$ cat config.mk
export PLATFORM = sky130hd
export DESIGN_NAME = dreq_enable_gate
export DESIGN_NICKNAME = d
export VERILOG_FILES = /design/src/rtl/dreq_pkg.sv /design/src/rtl/dreq_alias_decode.sv /design/src/rtl/dreq_enable_reg.sv /design/src/rtl/dreq_gate.sv /design/src/rtl/dreq_enable_gate.sv
export SDC_FILE = /design/constraint.sdc
export NUM_CORES = 1
export LEC_CHECK = 0
export ABC_AREA = 1
export ABC_CLOCK_PERIOD_IN_PS = 2300
export BUFFER_PORTS_ARGS = -buffer_cell sky130_fd_sc_hd__buf_2
export CORE_MARGIN = 8
export CORE_UTILIZATION = 38
export DETAILED_ROUTE_END_ITERATION = 12
export PLACE_DENSITY = 0.85
export RECOVER_POWER = 25
export SETUP_SLACK_MARGIN = 0.1
export SKIP_LAST_GASP = 1
export SLEW_MARGIN = 40
export SYNTH_ARGS = -nofsm -noshare
export SYNTH_HDL_FRONTEND = slang
export SYNTH_SLANG_ARGS = --single-unit
$ cat constraint.sdc
create_clock -name clk -period 2.3 [get_ports clk]
set_clock_uncertainty 0.15 [all_clocks]
set_input_delay 0 -clock clk [delete_from_list [all_inputs] [get_ports clk]]
set_output_delay 0 -clock clk [all_outputs]
set_load 0.1 [all_outputs]
$ cat src/rtl/dreq_pkg.sv
package dreq_pkg;
  // Alias write word layout
  localparam int ALIAS_W  = 8;
  localparam int ALL_POS  = 6;
  localparam int SKIP_POS = 7;

  typedef logic [ALIAS_W-1:0] alias_word_t;
endpackage

$ cat src/rtl/dreq_alias_decode.sv
module dreq_alias_decode
  import dreq_pkg::*;
#(
  parameter int NCH = 8
) (
  input  logic            we,
  input  alias_word_t     word,
  output logic [NCH-1:0]  mask
);
  localparam int CW = (NCH > 1) ? $clog2(NCH) : 1;

  logic          act;
  logic          all_ch;
  logic [CW-1:0] sel;
  logic          unused_mid;

  assign act        = we & ~word[SKIP_POS];
  assign all_ch     = word[ALL_POS];
  assign sel        = word[CW-1:0];
  assign unused_mid = ^word[ALL_POS-1:CW];

  for (genvar i = 0; i < NCH; i++) begin : g_ch
    assign mask[i] = act & (all_ch | (sel == CW'(i)));
  end
endmodule

$ cat src/rtl/dreq_enable_reg.sv
module dreq_enable_reg #(
  parameter int NCH = 8
) (
  input  logic            clk,
  input  logic            rst_n,
  input  logic            map_we,
  input  logic [NCH-1:0]  map_data,
  input  logic [NCH-1:0]  set_mask,
  input  logic [NCH-1:0]  clr_mask,
  output logic [NCH-1:0]  en_q
);
  logic [NCH-1:0] after_set;
  logic [NCH-1:0] en_d;

  // Set is applied first, then clear; a bitmap write overrides both
  always_comb begin
    after_set = en_q | set_mask;
    en_d      = map_we ? map_data : (after_set & ~clr_mask);
  end

  always_ff @(posedge clk or negedge rst_n) begin
    if (!rst_n) en_q <= '0;
    else        en_q <= en_d;
  end
endmodule

$ cat src/rtl/dreq_gate.sv
module dreq_gate #(
  parameter int NCH = 8
) (
  input  logic [NCH-1:0] en,
  input  logic [NCH-1:0] hw_req,
  input  logic [NCH-1:0] sw_req,
  input  logic [NCH-1:0] link_req,
  output logic [NCH-1:0] svc_req
);
  for (genvar i = 0; i < NCH; i++) begin : g_ch
    assign svc_req[i] = (hw_req[i] & en[i]) | sw_req[i] | link_req[i];
  end
endmodule

$ cat src/rtl/dreq_enable_gate.sv
module dreq_enable_gate
  import dreq_pkg::*;
#(
  parameter int NCH = 8
) (
  input  logic               clk,
  input  logic               rst_n,
  input  logic               map_we,
  input  logic [NCH-1:0]     map_data,
  input  logic               set_we,
  input  logic [ALIAS_W-1:0] set_data,
  input  logic               clr_we,
  input  logic [ALIAS_W-1:0] clr_data,
  input  logic [NCH-1:0]     hw_req,
  input  logic [NCH-1:0]     sw_req,
  input  logic [NCH-1:0]     link_req,
  output logic [NCH-1:0]     en_state,
  output logic [NCH-1:0]     svc_req
);
  logic [NCH-1:0] set_mask;
  logic [NCH-1:0] clr_mask;
  logic [NCH-1:0] en_q;

  dreq_alias_decode #(.NCH(NCH)) u_set_dec (
    .we(set_we), .word(set_data), .mask(set_mask)
  );

  dreq_alias_decode #(.NCH(NCH)) u_clr_dec (
    .we(clr_we), .word(clr_data), .mask(clr_mask)
  );

  dreq_enable_reg #(.NCH(NCH)) u_en (
    .clk(clk), .rst_n(rst_n), .map_we(map_we), .map_data(map_data),
    .set_mask(set_mask), .clr_mask(clr_mask), .en_q(en_q)
  );

  dreq_gate #(.NCH(NCH)) u_gate (
    .en(en_q), .hw_req(hw_req), .sw_req(sw_req), .link_req(link_req),
    .svc_req(svc_req)
  );

  assign en_state = en_q;
endmodule

Word-level counts from Yosys, hierarchy flattened
Cells that the tools add are included.
- register bits after elaboration: 8
- bits in latches: 0
- RAM bits: 0
- memory bits (read-only): 0
- bits of input ports: 53
- word-level logic and storage cells: 81
- memories: 0
- $add $sub $neg: 0
- $mul: 0
- div/mod/pow operators: 0
- order comparisons: 0
- eq/ne operators: 14
- shifts and indexed selects: 0
- multiplexer cells: 1
- bitwise logic cells: 63
- reduce and logical (&&, ||, !) cells: 2
- operators with widths (cell ; number):
    1-bit bitwise OR ; 32
    1-bit bitwise AND ; 26
    3-bit == test (second input constant) ; 8
    3-bit by 2-bit == test with 1-bit output (second input constant) ; 4
    8-bit bitwise AND ; 1
    8-bit 2-to-1 mux ; 1
    8-bit inverter ; 1
    8-bit bitwise OR ; 1
    3-bit by 1-bit == test with 1-bit output (second input constant) ; 2
    3-bit logical NOT ; 2
    1-bit inverter ; 2

Depth between registers and ports, before layout
Gate-level depths: netlist of run 1.
- depth after elaboration: 6
- depth in mapped cells: 7
- gate-level depth less buffers: 7

By module
From an unflattened synthesis of run 1, not the netlist that was laid out.
- cells, all modules: 136
- area total of the unflattened synthesis: 740.7 µm²
- by module, submodules not included (module ; times used ; cells each ; area each (µm²) ; seq. area each (µm²)):
    dreq_enable_reg ; 1 ; 66 ; 437.9 ; 200.2
    dreq_alias_decode ; 2 ; 23 ; 106.4 ; 0.0
    dreq_gate ; 1 ; 24 ; 90.1 ; 0.0

Worst setup path after synthesis of run 1
Ideal clock, no wire load.
- path kind: reg-to-output
- start: reg u_en.en_q[0]
- end: out svc_req[0]
- data arrival time: 1714 ps
- path slack: 436 ps
- stages on the path, launching flop included: 2
- path buffers: 0
- cell sequence: dfrtp_1 -> a211o_1
- longest elaborated chain between the ends: 3
- RTL lines (element ; RTL line ; source):
    start, declared ; dreq_enable_reg.sv:10 ; output logic [NCH-1:0] en_q
    start signal, assigned ; dreq_enable_reg.sv:23 ; else en_q <= en_d;
    1-bit bitwise AND ; dreq_gate.sv:11 ; assign svc_req[i] = (hw_req[i] & en[i]) | sw_req[i] | link_req[i];
    1-bit bitwise OR (2 in a row) ; dreq_gate.sv:11 ;
    end, declared ; dreq_enable_gate.sv:18 ; output logic [NCH-1:0] svc_req
Every way passes these cells.

Final worst setup path of run 1
- start: in map_data[2]
- end: reg u_en.en_q[2]
- longest elaborated chain between the ends: 1
- RTL lines (element ; RTL line ; source):
    start, declared ; dreq_enable_gate.sv:9 ; input logic [NCH-1:0] map_data,
    8-bit 2-to-1 mux ; dreq_enable_reg.sv:18 ; en_d = map_we ? map_data : (after_set & ~clr_mask);
    net u_en.en_d[2] ; dreq_enable_reg.sv:13 ; logic [NCH-1:0] en_d;
The timed path passes the listed nets, and every way through them passes these cells.

==> key figures, run 1 <==
Placement
  • DPL Wire Length: 1.944 mm
  • Placed Area: 1022 sq um
  • IO Port Bufs: 62
  • Final GP Congestion: 0.8898

Clock tree
  • CTS tree: done
  • Clock buffer depth: 2
  • Clk_lat worst skew: 270 ps
  • Setup bufs post-CTS: 0
  • CTS root buf: clkbuf_4
  • Total CTS buffers: 3
  • H-tree lvl count: 1
  • Clk slew on worst S/H paths: 60 ps
  • Hold buffers post-CTS: 25
  • Post_cts resized: 0
  • # clock sinks: 8

STA
  • Fin crit period: 1898 ps
  • RSZ-0062 raised after global routing: no
  • Fin Setup TNS: 0 ps
  • Hold slack: 2.973 ps
  • Worst slew pin tran: 1168 ps
  • Relative slew slack: 22.50%
  • Final Cycle Share: 82.53%
  • Slew Limit Fails: 0
  • Endpoints failing setup: 0
  • Max Clk Rate: 0.5268 GHz
  • Final Hold Viols: 0

Logic synthesis
  • Seq cells post-synth: 8
  • Simple-gate share of the synthesized area: 42.03%
  • Netlist cell types: 12
  • Post-Syn Nets: 171
  • Largest family of logic cells by synthesized area: simple AND/OR/NAND/NOR gates
  • Mux cell area share after synthesis: 0%
  • Post-Syn Area: 690.7 sq um
  • Cell count after synthesis: 118
  • Average instance area after synthesis: 5.853 sq um
  • Compound-gate portion of the synthesized area: 17.39%
  • XOR/XNOR share of the synthesized area: 0%
  • Register area share after synthesis: 28.99%
  • Post-Synth Adder-Cell Area: 0%
  • Synth Warn #: 0

Final layout
  • Diode count: 0
  • Share of cells above drive strength 1: 32.04%
  • Final Net Count: 261
  • Cell area after layout: 1289 sq um
  • Largest regs: u_en.en_q: 8 flops
  • Max reg flops: 8
  • Biggest register: u_en.en_q
  • Area Growth Syn to Fin: 86.59%
  • Layout Utilization: 74.64%

Die
  • Initial Utilization: 40.00%
  • Boundary Pins: 69
  • Cell row count: 15
  • Core area: 1727 sq um
  • Die area: 3437 sq um
  • Chip Height: 58.63 microns
  • Die width: 58.63 microns

GRT
  • Initial antenna violation count: 0
  • GRT Util Overall: 16.39%
  • First-pass GRT wire length: 4.478 mm
  • Gr ovfl total: 0
  • Number of global-route vias before repair: 1099
  • Largest net degree at the start of global routing: 17

Min path
  • Hold crit path type: input port to flip-flop
  • Hold path start: set_data[7]

Critical path
  • Crit path buf inv count: 4
  • Crit-path max cell delay: 560 ps
  • CP startpoint: map_data[2]
  • CP dominant cell by count: dlygate4sd3_1
  • Worst endpoint required time: 2300 ps
  • Reg2reg start: u_en.en_q[2]$_DFF_PN0_
  • CP Max Fanout: 1
  • CP Class: input port to flip-flop
  • CP Cell Sequence: dlygate4sd3_1 -> buf_2 -> nand2_1 -> dlygate4sd3_1 -> nand2_1 -> dlygate4sd3_1
  • Worst Setup End Kind: flip-flop
  • Startpoint Class: input port
  • Critical Path AT: 1900 ps
  • Worst reg2reg setup slack: 840 ps
  • CP delay by family, top: buffers and inverters
  • CP max-delay cell: dlygate4sd3_1

Pwr
  • P per Cell Area: 496.9 nW/um^2
  • Tot Pwr: 0.6403 mW
  • Leak: 0.7417 nW
  • VDD IR-drop max: 0.2795 mV

Run
  • Max_cap viols: 0

Routing
  • 1st-pass router iterations: 4
  • Via count: 1097
  • DRT antenna net count: 0
  • Starting DRT DRC Count: 23
  • DR WL/cell: 11.95 microns
  • Routed wire length: 2.760 mm
  • DRC viols: 0
  • Detail-routed via count per cell: 4.749

Status
  • Status: completed
## layer usage
| layer | GRT usage [%] | wire length, microns |
|---|---|---|
| met4 | 7.509 | 72 |
| met5 | 0 | 0 |
| met2 | 29.45 | 1350 |
| met3 | 7.391 | 336 |
| met1 | 15.63 | 1002 |
## power by group
group | leakage, nW | internal (mW) | switching [mW] | total (mW)
clock network | 0.0138 | 0.0602 | 0.0551 | 0.115
registers | 0.0968 | 0.155 | 0.0111 | 0.166
logic | 0.631 | 0.105 | 0.253 | 0.359
total | 0.742 | 0.321 | 0.320 | 0.640
## kinds of logic after synthesis
group | count (synthesis)
and+or+nand+nor | 72
buffers and inverters | 20
AOI/OAI and AO/OA | 18
DFF | 8
## cells in the final DEF (no fill, tap or decap), drive strengths merged
cell | netlist | final
nor2 | 3 | 3
buf | 2 | 57
a211o | 8 | 8
a21oi | 8 | 8
clkbuf | 0 | 8
nand3 | 12 | 12
o21ai | 2 | 2
dfrtp | 8 | 8
nand2 | 57 | 57
dlygate4sd3 | 0 | 25
inv | 18 | 18
## path summary, 6_finish.rpt
| check | cells past startpoint | to |
|---|---|---|
| worst max-delay path | 6 | u_en.en_q[2]$_DFF_PN0_ |
| worst min-delay path | 6 | u_en.en_q[6]$_DFF_PN0_ |
| worst max register to register | 5 | u_en.en_q[2]$_DFF_PN0_ |
| worst min register to register | 4 | u_en.en_q[6]$_DFF_PN0_ |
| max in group asynchronous | 3 | u_en.en_q[6]$_DFF_PN0_ |
| min in group asynchronous | 3 | u_en.en_q[5]$_DFF_PN0_ |
## synthesized netlist by cell type (all sizes together)
master  number  area share, %
nand2       57             31
a21oi        8            5.8
nand3       12            8.7
o21ai        2            1.4
buf          2            1.4
nor2         3            2.4
inv         18             10
a211o        8             10
dfrtp        8             29
## worst min-delay path, cell delays in order
cell	delay [ps]
buf_2	80
nor2_2	70
nand2_1	80
nand2_1	50
nand2_1	60
nand2_1	40
## metrics by stage
stage	setup slack, ps	cells
after floorplan	435.8	118
after CTS	463.7	231
after global placement	1236	203
after global routing	379.4	231
after detailed placement	1218	203
final	401.8	231
## area by class of cell
type	instances	area [sq um]
Inverter	18	70.07
Tap cell	25	31.28
Sequential cell	8	200.2
Clock buffer	3	22.52
Fill cell	139	437.9
Multi-Input combinational cell	90	410.4
Timing Repair Buffer	87	554.3
Note: power is estimated with default switching activity, not from simulation.
==> run 2: changes to the inputs <==
--- a/config.mk
+++ b/config.mk
@@ -5,13 +5,13 @@
 export SDC_FILE = /design/constraint.sdc
 export NUM_CORES = 1
 export LEC_CHECK = 0
-export ABC_AREA = 1
-export ABC_CLOCK_PERIOD_IN_PS = 2300
+export ABC_AREA = 0
+export ABC_CLOCK_PERIOD_IN_PS = 1700
 export BUFFER_PORTS_ARGS = -buffer_cell sky130_fd_sc_hd__buf_2
 export CORE_MARGIN = 8
-export CORE_UTILIZATION = 38
+export CORE_UTILIZATION = 31
 export DETAILED_ROUTE_END_ITERATION = 12
-export PLACE_DENSITY = 0.85
+export PLACE_DENSITY = 0.76
 export RECOVER_POWER = 25
 export SETUP_SLACK_MARGIN = 0.1
 export SKIP_LAST_GASP = 1
==> constraint.sdc (replaced) <==
create_clock -name clk -period 1.7 [get_ports clk]
set_clock_uncertainty 0.15 [all_clocks]
set_input_delay 0 -clock clk [delete_from_list [all_inputs] [get_ports clk]]
set_output_delay 0 -clock clk [all_outputs]
set_load 0.1 [all_outputs]
==> run 2 against run 1 <==
Effect of this change: critical path depth decreased by 1; sequential share of layout area grew 2.0 points; worst setup slack lost 220 ps; cell count shrank 24%; register-to-register slack got worse by 280 ps.
==> key figures, run 2 <==
Routing
  • Detail-routed via count per cell: 5.171
  • DR WL/cell: 15.46 microns
  • DRT antenna net count: 0
  • 1st-pass router iterations: 4
  • Met3 WL post-DR: 228 microns
  • Post-Route M1 WL: 946 microns
  • Met2 Wirelength: 1.480 mm
  • Max Used Layer: met4
  • DRC viols: 0
  • Starting DRT DRC Count: 31
  • Routed wire length: 2.705 mm
  • Via count: 905

Clock tree
  • Clk slew on worst S/H paths: 60 ps
  • H-tree lvl count: 1
  • Setup bufs post-CTS: 0
  • Clock buffer depth: 2
  • CTS tree: done
  • Clk_lat worst skew: 270 ps
  • CTS root buf: clkbuf_4
  • Post_cts resized: 0
  • Total CTS buffers: 3
  • # clock sinks: 8

Placement
  • DPL Wire Length: 2.017 mm
  • Final GP Congestion: 0.7637
  • IO Port Bufs: 62

Critical path
  • CP Class: input port to flip-flop
  • Worst endpoint required time: 1680 ps
  • CP max-delay cell: dlygate4sd3_1
  • Critical Path AT: 1500 ps
  • Worst Setup End Kind: flip-flop
  • CP Cell Sequence: dlygate4sd3_1 -> buf_2 -> or2_1 -> a311oi_1 -> a2111oi_2
  • CP Max Fanout: 14
  • Startpoint Class: input port
  • Crit path buf inv count: 2
  • CP delay by family, top: buffers and inverters
  • Crit-path max cell delay: 540 ps

GRT
  • GRT Util Overall: 14.35%
  • First-pass GRT wire length: 4.071 mm
  • Gr ovfl total: 0
  • Largest net degree at the start of global routing: 15
  • Initial antenna violation count: 0
  • Number of global-route vias before repair: 938

Logic synthesis
  • Post-Syn Nets: 122
  • Post-Synth Adder-Cell Area: 0%
  • Commonest register cell after synthesis: dfrtp_1
  • Simple-gate share of the synthesized area: 23.37%
  • Synth top area share: 30.65%
  • Netlist cell types: 21
  • Largest family of logic cells by synthesized area: compound AO/OA/AOI/OAI gates
  • Register area share after synthesis: 30.65%
  • Cell count after synthesis: 69
  • Synth area leaders: dfrtp_1 (31%), a211o_1 (13%), o2111a_1 (12%), nand2b_1 (6.7%), o21ai_0 (5.4%)
  • Seq cells post-synth: 8
  • Synth Warn #: 0
  • Synth cell count leaders: a211o_1 (10), dfrtp_1 (8), nand2b_1 (7), o2111a_1 (7), o21ai_0 (7)
  • Largest area contributor in the netlist: dfrtp_1
  • Ys async rst share: 100.0%
  • Average instance area after synthesis: 9.466 sq um
  • Compound-gate portion of the synthesized area: 42.53%
  • Count leader, synth: a211o_1
  • XOR/XNOR share of the synthesized area: 0%
  • Mux cell area share after synthesis: 0%
  • Post-Syn Area: 653.1 sq um
  • EDFF count, synth: 0

STA
  • Max Clk Rate: 0.6572 GHz
  • Relative slew slack: 63.47%
  • Fin crit period: 1522 ps
  • Slew Limit Fails: 0
  • Final Cycle Share: 89.50%
  • RSZ-0062 raised after global routing: no
  • Final Hold Viols: 0
  • Worst slew pin tran: 550.2 ps
  • Fin Setup TNS: 0 ps
  • Endpoints failing setup: 0

Final layout
  • Most frequent cells in the layout: buf_2 (55), dlygate4sd3_1 (16), a211o_2 (8), dfrtp_2 (8)
  • Largest regs: u_en.en_q: 8 flops
  • Share of cells above drive strength 1: 58.78%
  • Biggest register: u_en.en_q
  • Area Growth Syn to Fin: 83.14%
  • Max reg flops: 8
  • Final Net Count: 203
  • Layout Utilization: 60.35%
  • Commonest non-fill, non-tap cell in the layout: buf_2
  • Diode count: 0

Min path
  • Hold crit path type: input port to flip-flop

Die
  • Die area: 3832 sq um
  • Boundary Pins: 69
  • Core area: 1982 sq um
  • Chip Height: 61.90 microns
  • Initial Utilization: 32.95%
  • Die width: 61.90 microns
  • Cell row count: 16

Pwr
  • Tot Pwr: 0.9056 mW
  • VDD IR-drop max: 0.6790 mV
  • Leak: 0.5477 nW
  • P per Cell Area: 757.1 nW/um^2

Status
  • Status: completed

Run
  • Max_cap viols: 0
## run 2: cell count changes after synthesis, moves of 7 or more
cell | previous run | this run
o2111a_1 | 0 | 7
a21oi_1 | 8 | 0
inv_1 | 14 | 3
o21ai_0 | 0 | 7
nand2b_1 | 0 | 7
nand2_1 | 57 | 0
nand3_1 | 12 | 0
## run 2: timing repair
item,in CTS,in global routing
hold buffers,16,0
endpoints found under the setup margin,0,0
hold endpoints to repair,16,0
## run 2: cell type report
cell class                 count  area (sq um)
timing repair buffer          79         478.0
inverter                       3         11.26
fill                         188         785.8
clock buffer                   3         22.52
tap                           27         33.78
multi-input combinational     55         440.4
sequential                     8         210.2
## run 2: power breakdown
part	internal [mW]	total (mW)	leakage [nW]	switching, mW
clock network	0.0816	0.158	0.0138	0.0765
registers	0.220	0.247	0.0854	0.0267
logic	0.138	0.500	0.448	0.363
## run 2: final timing paths
check	depth (start not counted)	from	endpoint	slack, ps
worst min register to register	1	u_en.en_q[3]$_DFF_PN0_	u_en.en_q[3]$_DFF_PN0_	450
worst max-delay path	5	map_we	u_en.en_q[6]$_DFF_PN0_	180
worst max register to register	2	u_en.en_q[4]$_DFF_PN0_	u_en.en_q[4]$_DFF_PN0_	560
worst min-delay path	3	set_data[1]	u_en.en_q[7]$_DFF_PN0_	70
min in group asynchronous	3	rst_n	u_en.en_q[4]$_DFF_PN0_	580
max in group asynchronous	3	rst_n	u_en.en_q[6]$_DFF_PN0_	480
## run 2: routing by layer
| metal | vias to the layer above | GRT usage, % |
|---|---|---|
| met2 | 43 | 25.41 |
| met3 | 5 | 3.498 |
| met5 | - | 0 |
| li1 | 442 | - |
| met4 | 0 | 9.416 |
| met1 | 415 | 14.62 |
## run 2: kinds of logic after synthesis
logic type / Yosys count
AO/OA/AOI/OAI: 32
buffers and inverters: 6
flip-flops: 8
AND/OR/NAND/NOR: 23
## run 2: worst min-delay path, cell delays in order
cell and delay (ps):
buf_2 120, a311o_1 160, o2111a_1 180
## run 2: through the flow
step / hold slack [ps] / instances / instance area [sq um] / setup slack [ps]
finish: 72.23 / 175 / 1196 / 178.4
global route: 64.80 / 175 / 1196 / 107.7
CTS: 57.13 / 175 / 1196 / 198.7
detailed placement: -286.6 / 156 / 1013 / 462.0
global placement: -292.3 / 156 / 1013 / 462.7
floorplan: -445.6 / 69 / 673.1 / 323.6
